## src/rtl/vrm_pkg.sv

```systemverilog
package vrm_pkg;

    localparam int VEC_W_DEF = 128;
    localparam int INSN_W    = 32;
    localparam int WORD_W    = 32;
    localparam int DWORD_W   = 64;

    localparam int PRIM_HI   = 31;
    localparam int PRIM_LO   = 26;
    localparam int SUB_W     = 11;

    localparam logic [PRIM_HI-PRIM_LO:0] PRIM_CODE = 6'b000100;
    localparam logic [SUB_W-1:0] SUB_W_INS  = 11'b00010000101;
    localparam logic [SUB_W-1:0] SUB_D_INS  = 11'b00011000101;
    localparam logic [SUB_W-1:0] SUB_W_MSK  = 11'b00110000101;
    localparam logic [SUB_W-1:0] SUB_D_MSK  = 11'b00111000101;

    localparam int CNT_LSB   = 0;
    localparam int STOP_LSB  = 8;
    localparam int START_LSB = 16;

    typedef struct packed {
        logic legal;
        logic dword;
        logic insert;
    } dec_t;

endpackage

```

## src/rtl/vrm_decode.sv

```systemverilog
module vrm_decode
    import vrm_pkg::*;
(
    input  logic [INSN_W-1:0] insn,
    output dec_t              dec
);
    logic [PRIM_HI-PRIM_LO:0] prim;
    logic [SUB_W-1:0]         sub;
    logic                     unused_fields;

    assign prim          = insn[PRIM_HI:PRIM_LO];
    assign sub           = insn[SUB_W-1:0];
    assign unused_fields = ^insn[PRIM_LO-1:SUB_W];

    always_comb begin
        dec = '0;
        if (prim == PRIM_CODE) begin
            unique case (sub)
                SUB_W_INS: dec = '{legal: 1'b1, dword: 1'b0, insert: 1'b1};
                SUB_D_INS: dec = '{legal: 1'b1, dword: 1'b1, insert: 1'b1};
                SUB_W_MSK: dec = '{legal: 1'b1, dword: 1'b0, insert: 1'b0};
                SUB_D_MSK: dec = '{legal: 1'b1, dword: 1'b1, insert: 1'b0};
                default:   dec = '0;
            endcase
        end
    end
endmodule

```

## src/rtl/vrm_mask.sv

```systemverilog
module vrm_mask #(
    parameter int W = 32,
    localparam int SW = $clog2(W)
) (
    input  logic [SW-1:0] start_pos,
    input  logic [SW-1:0] stop_pos,
    output logic [W-1:0]  mask
);
    logic [W-1:0] ones;
    logic [W-1:0] from_start;
    logic [W-1:0] past_stop;
    logic [W-1:0] span;

    always_comb begin
        ones       = '1;
        from_start = ones >> start_pos;
        past_stop  = (ones >> stop_pos) >> 1;
        span       = from_start ^ past_stop;
        mask       = (start_pos > stop_pos) ? ~span : span;
    end
endmodule

```

## src/rtl/vrm_lane.sv

```systemverilog
module vrm_lane
    import vrm_pkg::*;
#(
    parameter int W = 32,
    localparam int SW = $clog2(W)
) (
    input  logic [W-1:0] a,
    input  logic [W-1:0] b,
    input  logic [W-1:0] t,
    input  logic         insert,
    output logic [W-1:0] r
);
    logic [SW-1:0]  amt;
    logic [SW-1:0]  stop_pos;
    logic [SW-1:0]  start_pos;
    logic [2*W-1:0] doubled;
    logic [W-1:0]   rotated;
    logic [W-1:0]   mask;
    logic           unused_ctrl;

    assign amt         = b[CNT_LSB +: SW];
    assign stop_pos    = b[STOP_LSB +: SW];
    assign start_pos   = b[START_LSB +: SW];
    assign unused_ctrl = ^{b[W-1:START_LSB+SW], b[START_LSB-1:STOP_LSB+SW],
                           b[STOP_LSB-1:CNT_LSB+SW]};

    always_comb begin
        doubled = {a, a} << amt;
        rotated = doubled[2*W-1:W];
    end

    vrm_mask #(.W(W)) u_mask (
        .start_pos (start_pos),
        .stop_pos  (stop_pos),
        .mask      (mask)
    );

    always_comb begin
        if (insert) begin
            r = (rotated & mask) | (t & ~mask);
        end else begin
            r = rotated & mask;
        end
    end
endmodule

```

## src/rtl/vrm_unit.sv

```systemverilog
module vrm_unit
    import vrm_pkg::*;
#(
    parameter int VEC_W = VEC_W_DEF,
    localparam int N_WORD  = VEC_W / WORD_W,
    localparam int N_DWORD = VEC_W / DWORD_W
) (
    input  logic              clk,
    input  logic              rst,
    input  logic              in_valid,
    input  logic [INSN_W-1:0] insn,
    input  logic [VEC_W-1:0]  src_a,
    input  logic [VEC_W-1:0]  src_b,
    input  logic [VEC_W-1:0]  src_t,
    output logic              out_valid,
    output logic              out_illegal,
    output logic [VEC_W-1:0]  result
);
    typedef struct packed {
        logic             valid;
        logic             illegal;
        logic [VEC_W-1:0] data;
    } st_t;

    st_t              st_d;
    st_t              st_q;
    dec_t             dec;
    logic [VEC_W-1:0] res_word;
    logic [VEC_W-1:0] res_dword;

    vrm_decode u_dec (
        .insn (insn),
        .dec  (dec)
    );

    for (genvar g = 0; g < N_WORD; g++) begin : g_word
        vrm_lane #(.W(WORD_W)) u_lane (
            .a      (src_a[g*WORD_W +: WORD_W]),
            .b      (src_b[g*WORD_W +: WORD_W]),
            .t      (src_t[g*WORD_W +: WORD_W]),
            .insert (dec.insert),
            .r      (res_word[g*WORD_W +: WORD_W])
        );
    end

    for (genvar g = 0; g < N_DWORD; g++) begin : g_dword
        vrm_lane #(.W(DWORD_W)) u_lane (
            .a      (src_a[g*DWORD_W +: DWORD_W]),
            .b      (src_b[g*DWORD_W +: DWORD_W]),
            .t      (src_t[g*DWORD_W +: DWORD_W]),
            .insert (dec.insert),
            .r      (res_dword[g*DWORD_W +: DWORD_W])
        );
    end

    always_comb begin
        st_d         = st_q;
        st_d.valid   = 1'b0;
        st_d.illegal = 1'b0;
        if (in_valid) begin
            if (dec.legal) begin
                st_d.valid = 1'b1;
                st_d.data  = dec.dword ? res_dword : res_word;
            end else begin
                st_d.illegal = 1'b1;
                st_d.data    = '0;
            end
        end
    end

    always_ff @(posedge clk) begin
        if (rst) begin
            st_q <= '0;
        end else begin
            st_q <= st_d;
        end
    end

    assign out_valid   = st_q.valid;
    assign out_illegal = st_q.illegal;
    assign result      = st_q.data;
endmodule

```

## config.mk

```make
export PLATFORM = sky130hd
export DESIGN_NAME = vrm_unit
export DESIGN_NICKNAME = d
export VERILOG_FILES = /design/src/rtl/vrm_pkg.sv /design/src/rtl/vrm_decode.sv /design/src/rtl/vrm_mask.sv /design/src/rtl/vrm_lane.sv /design/src/rtl/vrm_unit.sv
export SDC_FILE = /design/constraint.sdc
export NUM_CORES = 2
export LEC_CHECK = 0
export BUFFER_PORTS_ARGS = -buffer_cell sky130_fd_sc_hd__buf_4
export CAP_MARGIN = 20
export CELL_PAD_IN_SITES_DETAIL_PLACEMENT = 1
export CELL_PAD_IN_SITES_GLOBAL_PLACEMENT = 1
export CORE_MARGIN = 1
export CORE_UTILIZATION = 25
export DETAILED_ROUTE_END_ITERATION = 10
export PLACE_DENSITY = 0.55
export SLEW_MARGIN = 40
export SYNTH_ARGS = -nofsm -noshare
export SYNTH_HDL_FRONTEND = slang
export SYNTH_SLANG_ARGS = --single-unit
```

## constraint.sdc

```tcl
create_clock -name clk -period 8.3 [get_ports clk]
set_input_delay 0.415 -clock clk [delete_from_list [all_inputs] [get_ports clk]]
set_output_delay 0.415 -clock clk [all_outputs]
set_load 0.005 [all_outputs]
```

==> run summary <==
The flow ran to the end, but the final reports show violations. The checks that failed: DRC. The buffers plus inverters on the worst setup path works out to 3. The logs give 25.2% for the starting density of the core and 0.53 ns for the clock insertion delay at the later pin of the skew report. For the detailed-route via count, the log shows 37200. The wire length of the first global-routing pass was 284000 um; the maximum clock insertion buffer count was 2.

The floorplan die area came out at 0.136 mm2. By area the synthesized netlist is led by sky130_fd_sc_hd__mux4_2 19%, sky130_fd_sc_hd__mux2i_1 10%, sky130_fd_sc_hd__xnor2_1 9.6%. Row generation in the floorplan step produced 134 rows. The async set or reset register ratio after synthesis is 0%. The logs give 4.56 mW for the total power consumption of the routed design and 4.39 ns for the worst path setup slack after routing. Setup repair after global routing left no endpoint under its margin. Slowest library cell on the worst path: sky130_fd_sc_hd__o41ai_1.

The most common cell in the synthesized netlist is sky130_fd_sc_hd__nand2_1. The logs give 29.0% for the total track usage and 0.134 mm2 for the core area. The final critical path time including I/O delays and setup was 3.91 ns.

The final-layout fill cell count is 16100, and the post-CTS setup repair buffer count is 0. The synthesized netlist cell count was 4344. After detailed routing, the total wire length is 205000 um. TritonCTS built the clock tree. OpenSTA, run right after detailed placement, puts the worst setup slack at 3.74 ns. Counting the buffers created by CTS gives 17.

The run gives 0.0337 mm2 as the total standard cell area after synthesis. The top achievable clock speed is 256 MHz, and the area growth from synthesis to layout is 15.1%. The number of flops mapped to enable cells by yosys is 0, and the clock tree skew after final layout is 0 ns. Detailed routing placed a total of 96600 um of wire on met2. The width of the die was 369 um. Sequential cells were found to cover 7.72% of the synthesized design area. Class of the most critical hold timing path: input port to flop. In this run the worst path has a maximum fanout of 45.

Adding up every negative setup slack in the final design gives 0 ns. Number of sinks on the clock net: 130. The top cell type by total area after synthesis was sky130_fd_sc_hd__mux4_2. The number of pins exceeding their max-slew limit in the final report came out at 0. The worst setup path is launched from an input port. 549 I/O pins were placed. Traced cell by cell, the critical path runs through buf_4 > clkinv_1 > ha_1 > a211oi_1 > nor2_1 > o21a_1 > o22ai_4 > buf_4 > xnor2_1 > o41ai_1 > o21ai_0. Main flop type after synthesis: sky130_fd_sc_hd__dfxtp_1.

The tools report the via count of the first global-routing pass as 36300. Power spread over the standard cell area amounts to 118 mW/mm2. The routed length per placed instance was 32.8 um. The kind of end point of the critical path is a flop. The pre-antenna-repair detailed-routing pass consisted of 9 iterations. The synthesized design devotes to its leading area cell type 18.9% of total area. The total overflow left after global routing is 0. The max-cap violation count is 0. In this run, the number of DRC markers left after iteration 0 of detailed routing was 3971. For this design the static power due to leakage is 14.7 nW.

The logic depth of the worst path, buffers included is 11, and the length of routed met3 wiring is 15200 um. STA puts the critical path data required time at 8.69 ns. By instance count, the cell type seen most on the critical path is sky130_fd_sc_hd__buf_4.

The count of buffers added on input and output ports is 471. The cell sitting at the root of the clock tree is a sky130_fd_sc_hd__clkbuf_16. In this design, the largest share of critical-path delay is due to compound AO/OA/AOI/OAI gates. Arrival time of data at the critical path endpoint: 4.30 ns. The number of nets with antenna violations after routing came out at 0. In this run the critical register-to-register path is captured at result[63]$_SDFFE_PP0P_. For the pin with the worst max-slew slack, the measured transition is 0.891 ns. In this run the register-to-register setup slack is 7.09 ns. For the DRC violation count after routing, the log shows 164. The number of different library cells used by synthesis comes to 91. Initial antenna violation count: 13. In this run the worst setup path terminates at result[127]$_SDFFE_PP0P_. Counting flops and latches in the post-synthesis netlist gives 130. The final cycle utilization of the critical path was 47.1%; the total nets after synthesis was 4785. From bottom edge to top edge, the die measures 369 um.

The detailed router put a total of 82700 um of wire on met1. Measured against its own limit, the worst slew margin works out to 38.9%. The tools report the final net count as 4900.

Using the TritonRoute via totals, the vias-per-cell ratio works out to 5.96. A synthesized cell averages 7.76 um2. The logs give 161000 um for the total half-perimeter wirelength after legalization and detailed placement and 0 for the number of hold-repair buffers added at the cts stage. The detailed router used layers up to and including met5. The critical path starts at src_b[76].

For the maximum ir drop on the vdd rail, the log shows 0.177 mV. The post-route netlist has 24.1% of its cells at a drive strength greater than 1. By count the netlist is led by 646 x sky130_fd_sc_hd__nand2_1, 426 x sky130_fd_sc_hd__nor2_1, 369 x sky130_fd_sc_hd__xnor2_1, 337 x sky130_fd_sc_hd__mux2i_1, 283 x sky130_fd_sc_hd__mux4_2.

For this run, the number of Yosys warnings is 0. The worst register-to-register path begins at result[63]$_SDFFE_PP0P_. For the worst flop-to-flop path, the logic depth is 4.

The delay of the slowest cell on the worst path was 0.75 ns. For the placer congestion estimate, the log shows 0.992. The critical path is of the input port to flop type. Number of failing hold endpoints at the final stage: 0. The final setup violation count was 0; the maximum number of pins on one net before global-route repair was 82. The clock-pin slew of the registers on the worst-case setup and hold paths works out to 0.08 ns. The H-tree was split into 4 levels.

Once the clock tree was built, the resizer swapped 0 gates to a different size.
per-layer routing:
| metal | GRT usage (%) | vias to the layer above |
|---|---|---|
| met3 | 4.68 | 271 |
| met1 | 36.8 | 19000 |
| met4 | 12.8 | 8 |
| met2 | 48.1 | 1805 |
| met5 | 0 | - |
| li1 | - | 16100 |
cells by family after synthesis:
group,share of synthesized area [%]
muxes,36.0
AOI/OAI and AO/OA,19.1
buffers and inverters,6.05
DFF,7.72
adders and majority gates,0.817
xor gates and xnor gates,13.0
and+or+nand+nor,17.3
how the worst min path moves through the flow:
stage / startpoint / end / slack (ns) / depth (start not counted)
after floorplan: result[100]$_SDFFE_PP0P_ / result[100]$_SDFFE_PP0P_ / 0.43 / 2
after global placement: result[48]$_SDFFE_PP0P_ / result[48]$_SDFFE_PP0P_ / 0.43 / 2
after detailed placement: result[56]$_SDFFE_PP0P_ / result[56]$_SDFFE_PP0P_ / 0.43 / 2
after CTS: rst / result[82]$_SDFFE_PP0P_ / 0.14 / 2
after global routing: rst / result[82]$_SDFFE_PP0P_ / 0.16 / 2
final: rst / result[82]$_SDFFE_PP0P_ / 0.18 / 2
worst reg2reg max path, cell delays in order, from the launching register on:
cell and delay (ns):
sky130_fd_sc_hd__dfxtp_1 0.41, sky130_fd_sc_hd__nand2_1 0.15, sky130_fd_sc_hd__nand2_1 0.07, sky130_fd_sc_hd__a211o_1 0.30, sky130_fd_sc_hd__and3_1 0.18
registers in the layout, indices dropped and copies added, names as in the netlist:
| signal | count |
|---|---|
| result | 128 |
| out_illegal | 1 |
| out_valid | 1 |
layout make-up:
class | count | area (um2) | share of cell area [%]
Clock inverter | 13 | 161 | 0.416
Multi-Input combinational cell | 3741 | 29200 | 75.3
Timing Repair Buffer | 517 | 3960 | 10.2
Tap cell | 1768 | 2210 | 5.70
Clock buffer | 19 | 433 | 1.12
Inverter | 52 | 195 | 0.503
Sequential cell | 130 | 2600 | 6.71
Antenna cell | 4 | 10.0 | 0.0258
power breakdown:
part	total, mW	switching (mW)	internal, mW
combinational	3.06	1.93	1.13
sequential	0.623	0.0000667	0.623
clock	0.882	0.411	0.471
stage by stage:
step / std cells / util [%] / hold WS (ns) / instance area (um2)
2_1_floorplan: 4344 / - / 0.435 / 33700
3_3_place_gp: 6201 / 28.4 / 0.433 / 38000
3_5_place_dp: 6208 / 28.6 / 0.431 / 38200
4_1_cts: 6240 / 29.0 / 0.142 / 38800
5_1_grt: 6242 / 29.0 / 0.164 / 38800
6_report: 6244 / 29.0 / 0.178 / 38800
cells in the final DEF, fill, tap and decap left out, types with 21 or more instances in the layout:
master	instances
sky130_fd_sc_hd__a211oi_1	37
sky130_fd_sc_hd__a21oi_1	226
sky130_fd_sc_hd__a22o_1	30
sky130_fd_sc_hd__a22oi_1	52
sky130_fd_sc_hd__a31oi_1	46
sky130_fd_sc_hd__a32o_1	21
sky130_fd_sc_hd__and2_1	27
sky130_fd_sc_hd__and3_1	27
sky130_fd_sc_hd__buf_4	506
sky130_fd_sc_hd__dfxtp_1	130
sky130_fd_sc_hd__ha_1	22
sky130_fd_sc_hd__inv_1	39
sky130_fd_sc_hd__mux2_2	190
sky130_fd_sc_hd__mux2i_1	337
sky130_fd_sc_hd__mux4_2	283
sky130_fd_sc_hd__nand2_1	645
sky130_fd_sc_hd__nand2b_1	24
sky130_fd_sc_hd__nand3_1	87
sky130_fd_sc_hd__nor2_1	422
sky130_fd_sc_hd__nor3_1	50
sky130_fd_sc_hd__o211ai_1	31
sky130_fd_sc_hd__o21a_1	22
sky130_fd_sc_hd__o21ai_0	255
sky130_fd_sc_hd__o21ai_1	54
sky130_fd_sc_hd__o22ai_1	39
sky130_fd_sc_hd__o31ai_1	23
sky130_fd_sc_hd__xnor2_1	368
sky130_fd_sc_hd__xor2_1	131
(Power assumes the default switching activity.)
